$ cat config.mk
export PLATFORM = sky130hd
export DESIGN_NAME = dac_chain_master
export DESIGN_NICKNAME = d
export VERILOG_FILES = /design/src/rtl/dcm_pkg.sv /design/src/rtl/dcm_word_store.sv /design/src/rtl/dcm_frame_shifter.sv /design/src/rtl/dcm_sequencer.sv /design/src/rtl/dcm_echo_check.sv /design/src/rtl/dac_chain_master.sv
export SDC_FILE = /design/constraint.sdc
export NUM_CORES = 1
export LEC_CHECK = 0
export BUFFER_PORTS_ARGS = -buffer_cell sky130_fd_sc_hd__buf_2
export CAP_MARGIN = 20
export CORE_MARGIN = 10
export CORE_UTILIZATION = 65
export DETAILED_ROUTE_END_ITERATION = 8
export PLACE_DENSITY = 0.88
export RECOVER_POWER = 50
export SLEW_MARGIN = 20
export SYNTH_ARGS = -nofsm -noshare
export SYNTH_HDL_FRONTEND = slang
export SYNTH_SLANG_ARGS = --single-unit
export TNS_END_PERCENT = 30
$ cat constraint.sdc
create_clock -name clk -period 4.7 [get_ports clk]
set_clock_uncertainty 0.2 [all_clocks]
set_input_delay 0.94 -clock clk [delete_from_list [all_inputs] [get_ports clk]]
set_output_delay 0.94 -clock clk [all_outputs]
set_load 0.005 [all_outputs]
$ cat src/rtl/dcm_pkg.sv
package dcm_pkg;

   typedef enum logic [2:0] {
      ST_IDLE,
      ST_LEAD,
      ST_HIGH,
      ST_LOW,
      ST_TAIL,
      ST_GAP
   } dcm_state_e;

   localparam logic [3:0] SLEEP_CODE = 4'b1110;

   function automatic int ns2cyc(input int ns, input int period_ns);
      return (ns + period_ns - 1) / period_ns;
   endfunction

   function automatic int max2(input int a, input int b);
      return (a > b) ? a : b;
   endfunction

endpackage

$ cat src/rtl/dcm_word_store.sv
module dcm_word_store #(
   parameter int NUM_DEV = 3,
   parameter int WORD_W  = 16
)(
   input  logic                      clk,
   input  logic                      rst_n,
   input  logic                      wr_en,
   input  logic [WORD_W-1:0]         wr_data,
   input  logic                      restart,
   output logic [NUM_DEV*WORD_W-1:0] slots
);
   localparam int PTR_W = (NUM_DEV > 1) ? $clog2(NUM_DEV) : 1;
   localparam logic [PTR_W-1:0] LAST = PTR_W'(NUM_DEV - 1);

   logic [PTR_W-1:0] ptr;

   always_ff @(posedge clk) begin
      if (!rst_n) begin
         ptr <= '0;
      end else if (restart) begin
         ptr <= '0;
      end else if (wr_en) begin
         ptr <= (ptr == LAST) ? '0 : ptr + PTR_W'(1);
      end
   end

   for (genvar k = 0; k < NUM_DEV; k++) begin : g_slot
      always_ff @(posedge clk) begin
         if (!rst_n) begin
            slots[k*WORD_W +: WORD_W] <= '0;
         end else if (wr_en && !restart && ptr == PTR_W'(k)) begin
            slots[k*WORD_W +: WORD_W] <= wr_data;
         end
      end
   end
endmodule

$ cat src/rtl/dcm_frame_shifter.sv
module dcm_frame_shifter #(
   parameter int NUM_DEV = 3,
   parameter int WORD_W  = 16,
   parameter logic [WORD_W-1:0] SLEEP_WORD = '0
)(
   input  logic                      clk,
   input  logic                      rst_n,
   input  logic                      load,
   input  logic                      shift,
   input  logic [NUM_DEV*WORD_W-1:0] slots,
   input  logic [NUM_DEV-1:0]        sleep_mask,
   output logic                      bit_out
);
   localparam int FRAME_W = NUM_DEV * WORD_W;

   logic [FRAME_W-1:0] frame_q;
   logic [FRAME_W-1:0] frame_d;

   // Device k occupies word k; the highest word leaves first.
   for (genvar k = 0; k < NUM_DEV; k++) begin : g_pick
      assign frame_d[k*WORD_W +: WORD_W] =
         sleep_mask[k] ? SLEEP_WORD : slots[k*WORD_W +: WORD_W];
   end

   always_ff @(posedge clk) begin
      if (!rst_n) begin
         frame_q <= '0;
      end else if (load) begin
         frame_q <= frame_d;
      end else if (shift) begin
         frame_q <= {frame_q[FRAME_W-2:0], 1'b0};
      end
   end

   assign bit_out = frame_q[FRAME_W-1];
endmodule

$ cat src/rtl/dcm_sequencer.sv
module dcm_sequencer import dcm_pkg::*; #(
   parameter int FRAME_W  = 48,
   parameter int HI_CYC   = 12,
   parameter int LO_CYC   = 12,
   parameter int LEAD_CYC = 20,
   parameter int TAIL_CYC = 1,
   parameter int GAP_CYC  = 19
)(
   input  logic clk,
   input  logic rst_n,
   input  logic start,
   output logic frame_load,
   output logic frame_shift,
   output logic rise_pulse,
   output logic sck,
   output logic cs_n,
   output logic busy,
   output logic done
);
   localparam int MAXC  = max2(max2(max2(HI_CYC, LO_CYC), max2(LEAD_CYC, TAIL_CYC)), GAP_CYC);
   localparam int CNT_W = $clog2(MAXC + 1) + 1;
   localparam int BIT_W = $clog2(FRAME_W + 1);

   dcm_state_e       state;
   logic [CNT_W-1:0] cnt;
   logic [BIT_W-1:0] bits_left;
   logic             cnt_zero;

   assign cnt_zero    = (cnt == '0);
   assign frame_load  = (state == ST_IDLE) && start;
   assign rise_pulse  = (state == ST_LEAD || state == ST_LOW) && cnt_zero;
   assign frame_shift = (state == ST_HIGH) && cnt_zero && (bits_left != '0);

   always_ff @(posedge clk) begin
      if (!rst_n) begin
         state     <= ST_IDLE;
         cnt       <= '0;
         bits_left <= '0;
         sck       <= 1'b0;
         cs_n      <= 1'b1;
         busy      <= 1'b0;
         done      <= 1'b0;
      end else begin
         done <= 1'b0;
         unique case (state)
            ST_IDLE: begin
               if (start) begin
                  cs_n      <= 1'b0;
                  busy      <= 1'b1;
                  bits_left <= BIT_W'(FRAME_W);
                  cnt       <= CNT_W'(LEAD_CYC - 1);
                  state     <= ST_LEAD;
               end
            end
            ST_LEAD, ST_LOW: begin
               if (cnt_zero) begin
                  sck       <= 1'b1;
                  bits_left <= bits_left - BIT_W'(1);
                  cnt       <= CNT_W'(HI_CYC - 1);
                  state     <= ST_HIGH;
               end else begin
                  cnt <= cnt - CNT_W'(1);
               end
            end
            ST_HIGH: begin
               if (cnt_zero) begin
                  sck <= 1'b0;
                  if (bits_left != '0) begin
                     cnt   <= CNT_W'(LO_CYC - 1);
                     state <= ST_LOW;
                  end else begin
                     cnt   <= CNT_W'(TAIL_CYC - 1);
                     state <= ST_TAIL;
                  end
               end else begin
                  cnt <= cnt - CNT_W'(1);
               end
            end
            ST_TAIL: begin
               if (cnt_zero) begin
                  cs_n  <= 1'b1;
                  cnt   <= CNT_W'(GAP_CYC - 1);
                  state <= ST_GAP;
               end else begin
                  cnt <= cnt - CNT_W'(1);
               end
            end
            ST_GAP: begin
               if (cnt_zero) begin
                  busy  <= 1'b0;
                  done  <= 1'b1;
                  state <= ST_IDLE;
               end else begin
                  cnt <= cnt - CNT_W'(1);
               end
            end
            default: state <= ST_IDLE;
         endcase
      end
   end
endmodule

$ cat src/rtl/dcm_echo_check.sv
module dcm_echo_check #(
   parameter int FRAME_W = 48,
   parameter int WORD_W  = 16
)(
   input  logic              clk,
   input  logic              rst_n,
   input  logic              clear,
   input  logic              sample,
   input  logic              sent_bit,
   input  logic              rx_bit,
   output logic [WORD_W-1:0] rx_word,
   output logic              mismatch
);
   logic [FRAME_W-1:0] history;

   always_ff @(posedge clk) begin
      if (!rst_n) begin
         history  <= '0;
         rx_word  <= '0;
         mismatch <= 1'b0;
      end else begin
         if (sample) begin
            history <= {history[FRAME_W-2:0], sent_bit};
            rx_word <= {rx_word[WORD_W-2:0], rx_bit};
         end
         if (clear) begin
            mismatch <= 1'b0;
         end else if (sample && (rx_bit != history[FRAME_W-1])) begin
            mismatch <= 1'b1;
         end
      end
   end
endmodule

$ cat src/rtl/dac_chain_master.sv
module dac_chain_master import dcm_pkg::*; #(
   parameter int NUM_DEV        = 3,
   parameter int WORD_W         = 16,
   parameter int CLK_PERIOD_NS  = 5,
   parameter int SCK_HALF       = 12,
   parameter int T_SCK_HIGH_NS  = 50,
   parameter int T_SCK_LOW_NS   = 50,
   parameter int T_DIN_SETUP_NS = 60,
   parameter int T_CS_LEAD_NS   = 100,
   parameter int T_CS_LAG_NS    = 50,
   parameter int T_CS_IDLE_NS   = 100,
   parameter bit LOOPBACK_EN    = 1'b1
)(
   input  logic               clk,
   input  logic               rst_n,
   input  logic               wr_valid,
   input  logic [WORD_W-1:0]  wr_data,
   output logic               wr_ready,
   input  logic [NUM_DEV-1:0] sleep_mask,
   input  logic               start,
   output logic               busy,
   output logic               done,
   output logic               sck,
   output logic               cs_n,
   output logic               sdo,
   input  logic               sdi,
   output logic [WORD_W-1:0]  rx_word,
   output logic               echo_mismatch
);
   localparam int FRAME_W  = NUM_DEV * WORD_W;
   localparam int HI_CYC   = max2(SCK_HALF, ns2cyc(T_SCK_HIGH_NS, CLK_PERIOD_NS));
   localparam int LO_CYC   = max2(max2(SCK_HALF, ns2cyc(T_SCK_LOW_NS, CLK_PERIOD_NS)),
                                  ns2cyc(T_DIN_SETUP_NS, CLK_PERIOD_NS));
   localparam int LEAD_CYC = max2(max2(1, ns2cyc(T_CS_LEAD_NS, CLK_PERIOD_NS)),
                                  ns2cyc(T_DIN_SETUP_NS, CLK_PERIOD_NS));
   localparam int TAIL_CYC = max2(1, ns2cyc(T_CS_LAG_NS, CLK_PERIOD_NS) - HI_CYC);
   // The idle state adds at least one more select-high cycle.
   localparam int GAP_CYC  = max2(1, ns2cyc(T_CS_IDLE_NS, CLK_PERIOD_NS) - 1);
   localparam logic [WORD_W-1:0] SLEEP_WORD = {SLEEP_CODE, {(WORD_W-4){1'b0}}};

   if (NUM_DEV < 1) begin : g_bad_dev
      $error("NUM_DEV must be at least 1");
   end
   if (WORD_W < 5) begin : g_bad_word
      $error("WORD_W must leave room for the 4-bit command field");
   end
   if (CLK_PERIOD_NS < 1 || SCK_HALF < 1) begin : g_bad_clk
      $error("clock period and SCK divider must be positive");
   end

   logic frame_load;
   logic frame_shift;
   logic rise_pulse;
   logic [FRAME_W-1:0] slots;

   assign wr_ready = !busy;

   dcm_word_store #(
      .NUM_DEV (NUM_DEV),
      .WORD_W  (WORD_W)
   ) u_store (
      .clk     (clk),
      .rst_n   (rst_n),
      .wr_en   (wr_valid && wr_ready),
      .wr_data (wr_data),
      .restart (frame_load),
      .slots   (slots)
   );

   dcm_frame_shifter #(
      .NUM_DEV    (NUM_DEV),
      .WORD_W     (WORD_W),
      .SLEEP_WORD (SLEEP_WORD)
   ) u_frame (
      .clk        (clk),
      .rst_n      (rst_n),
      .load       (frame_load),
      .shift      (frame_shift),
      .slots      (slots),
      .sleep_mask (sleep_mask),
      .bit_out    (sdo)
   );

   dcm_sequencer #(
      .FRAME_W  (FRAME_W),
      .HI_CYC   (HI_CYC),
      .LO_CYC   (LO_CYC),
      .LEAD_CYC (LEAD_CYC),
      .TAIL_CYC (TAIL_CYC),
      .GAP_CYC  (GAP_CYC)
   ) u_seq (
      .clk         (clk),
      .rst_n       (rst_n),
      .start       (start),
      .frame_load  (frame_load),
      .frame_shift (frame_shift),
      .rise_pulse  (rise_pulse),
      .sck         (sck),
      .cs_n        (cs_n),
      .busy        (busy),
      .done        (done)
   );

   if (LOOPBACK_EN) begin : g_echo
      dcm_echo_check #(
         .FRAME_W (FRAME_W),
         .WORD_W  (WORD_W)
      ) u_echo (
         .clk      (clk),
         .rst_n    (rst_n),
         .clear    (frame_load),
         .sample   (rise_pulse),
         .sent_bit (sdo),
         .rx_bit   (sdi),
         .rx_word  (rx_word),
         .mismatch (echo_mismatch)
      );
   end else begin : g_no_echo
      assign rx_word       = '0;
      assign echo_mismatch = 1'b0;
   end
endmodule

==> results_dict.tcl <==
set metrics [dict create \
    status "complete, but fails checks" \
    violations "max-capacitance violations, max-slew violations" \
    dp.cells 998 \
    drive_gt1_share_pct 9.13 \
    worstReg2RegStart "u_seq.cnt[0]" \
    tns_ps 0 \
    syn_avg_cell_area_um2 8.97 \
    start_util_pct 67.1 \
    synth_edf_count 0 \
    cts_made_buffers 17 \
    synth_top_area_share_pct 46.9 \
    wl_per_cell_um 16.0 \
    grt_pass1_vias 5899 \
    combPwrFrac_pct 14.1 \
    path_cells "buf_2 > nor4b_4 > clkbuf_1 > nor2_1 > nand4_2 > mux2i_1 > nor2b_1" \
    cts_root_buf "clkbuf_16" \
    postSynthCellCount 866 \
    viasPerCell 5.91 \
    p_clk_share_pct 40.4 \
    clock_sinks 182 \
    post-cts-setup-buffers 0 \
    synthArstFlopShare_pct 0 \
    relSlewSlack_pct -12.1 \
    cp_num_buf_inv 2 \
    core.rowCount 39 \
    synth_area_leader_cell "dfxtp_1" \
    drc 0 \
    p_sw_mw 1.00 \
    synth_area_leaders "dfxtp_1 (47%), nand2_1 (9.8%), a21boi_0 (8.0%), mux2i_1 (6.7%), nor2b_1 (4.4%)" \
    power_frac_seq_pct 45.5 \
    synth-seq-cells 182 \
    crit_required_ps 4810 \
    p_total_mw 3.78 \
    finalCritPeriodShare_pct 70.5 \
    reg2reg_setup_slack_ps 1400 \
    rr_worst_depth 8 \
    power.share.switching_pct 26.6 \
    max-cap-violations 1 \
    dpl.hpwl_um 10400 \
    clock_path_buffers 2 \
    internal_power_mw 2.78 \
    holdCritStartpoint "g_echo.u_echo.history[19]" \
    grt_antenna_before_repair 0 \
    max_stage_delay_ps 1070 \
    cts_tree "built" \
    worst_pin_slew_ps 1680 \
    setup_viol 0 \
    min_period_ps 3320 \
    hold-path-endpoint "g_echo.u_echo.history[19]" \
    synth_cell_types 49 \
    final_util_pct 73.6 \
    core_area_um2 11600 \
    die_h_um 129 \
    io_buffer_count 46 \
    stdcell_count 1030 \
    rr_endpoint "u_seq.bits_left[5]" \
    drt_wl_total_um 16500 \
    hold_viol_final 0 \
    worstSkewPairLatency_ps 420 \
    track_usage_pct 19.8 \
    grt_remaining_overflow 0 \
    postRouteAntennaNets 0 \
    finalInstanceArea_um2 8510 \
    worstPathMaxFanout 30 \
    whs_path_depth 2 \
    area_delta_synth_final_pct 9.56 \
    insertedDiodeCount 0 \
    final_nets 901 \
    cpLargestDelayFamily "buffers and inverters" \
    htreeDepth 4 \
    synth_ff_type "dfxtp_1" \
    critPathSlowestCell "clkbuf_1" \
    ys_seq_area_share_pct 46.9 \
    place_area_um2 7910 \
    max_freq_ghz 0.302 \
    cts_resized 0 \
    ctsHoldBuffers 0 \
    report.final.slew_viol_count 22 \
    synthesis.area_um2 7760 \
    cp-start-kind "primary input" \
    clkSlewWorstSetupHoldPaths_ps 60 \
    grt_pass1_wl_um 27400 \
    p_per_area_nw_per_um2 445 \
    hold_class "flip-flop to flip-flop" \
    io_pins 47 \
    grt_setup_unrepaired "false" \
    cp-end-kind "flip-flop" \
    ys_warn_count 0 \
    drtIter0Drc 496 \
    peakVddDrop_mv 0.316 \
    setup.worst_path.class "primary input to flip-flop" \
    die_w_um 129 \
    synthesis.nets 893 \
    critPathArrivalTime_ps 3430 \
    grt_max_degree 80 \
    vias 6088 \
    drt-pass1-iter-count 6 \
    p_leak_nw 3.51 \
    place_congestion 0.839 \
    die-area_um2 16700 \
]
final cells by class:
type                    count  area [um2]
fillers                   791        3060
multi-input cells         612        3740
clock inverters            11         169
inverters                   6        22.5
flip-flops and latches    182        3640
repair buffers             55         275
well taps                 143         179
clock buffers              21         480
synth_stat cells, drive strengths merged (2+ instances only):
cell,count
inv,6
xnor2,3
a21oi,26
nand2,202
nand2b,3
ha,3
dfxtp,182
o21ai,32
nor4,2
nor2,15
o2111ai,7
and2,5
a211oi,2
o211a,21
nand3b,23
nor2b,55
xor2,4
or3,9
nor3,6
o311ai,2
buf,31
o31ai,5
mux2i,52
a21boi,86
nand4,5
nand3,30
clkbuf,35
o21a,2
and3,3
kinds of logic after synthesis:
group | after synthesis | share of synthesized area [%]
compound gates | 190 | 17.7
xor+xnor | 7 | 0.790
fa+ha+maj | 3 | 0.483
buf+inv | 72 | 4.71
flops | 182 | 46.9
mux | 52 | 6.70
simple gates | 360 | 22.7
power by group through the flow:
stage	clock network [mW]	logic, mW	registers (mW)
after detailed placement	0	0.521	1.75
after global routing	1.61	0.584	1.73
after floorplan	0	0.441	1.73
after global placement	0	0.495	1.74
final	1.53	0.532	1.72
after CTS	1.54	0.531	1.72
layer usage:
layer / track usage (%) / routed length [um] / vias up
li1: - / - / 2966
met1: 23.8 / 7190 / 2940
met2: 33.6 / 8310 / 154
met3: 4.77 / 738 / 28
met4: 7.22 / 264 / 0
met5: 0 / 0 / -
cell usage in the layout, fill, tap and decap left out, drive strengths merged, types with 4 or more instances in the layout:
cell and instances:
nand3 30, buf 39, and2 5, nand3b 23, nor3 6, nor2 15, clkinv 4, o31ai 5
a21oi 26, dfxtp 182, nand2 202, o211a 21, clkbuf 37, mux2i 52, bufinv 4, or3 9
xor2 4, inv 8, a21boi 86, nand4 5, o2111ai 7, nor2b 55, o21ai 32
worst min-delay path, cell delays in order (launching register included):
cell and delay [ps]:
dfxtp_1 310, nand2_1 50, a21boi_1 50
per-stage QoR:
| stage | hold slack, ps | worst slack, ps |
|---|---|---|
| floorplan | 228 | 2500 |
| global route | 278 | 1190 |
| detailed placement | 253 | 1650 |
| CTS | 255 | 1870 |
| finish | 253 | 1380 |
| global placement | 236 | 1750 |
state kept, by name (all words and copies together), names as in the netlist, 2 cells and up:
register	count
u_seq.state	3
u_frame.frame_q	48
g_echo.u_echo.history	48
u_seq.cnt	6
u_store.ptr	2
u_seq.bits_left	6
u_store.slots	48
g_echo.u_echo.rx_word	16
worst max-delay path by stage:
stage | slack [ps] | end | cells after the start | start
finish | 1380 | u_store.slots[39] | 7 | start
global route | 1190 | u_seq.bits_left[4] | 8 | u_seq.cnt[0]
CTS | 1870 | u_seq.bits_left[5] | 8 | u_seq.cnt[0]
detailed placement | 1650 | u_store.slots[46] | 7 | start
global placement | 1750 | u_store.slots[43] | 7 | start
floorplan | 2500 | u_store.slots[37] | 6 | start
Power figures use the tool's default switching activity.
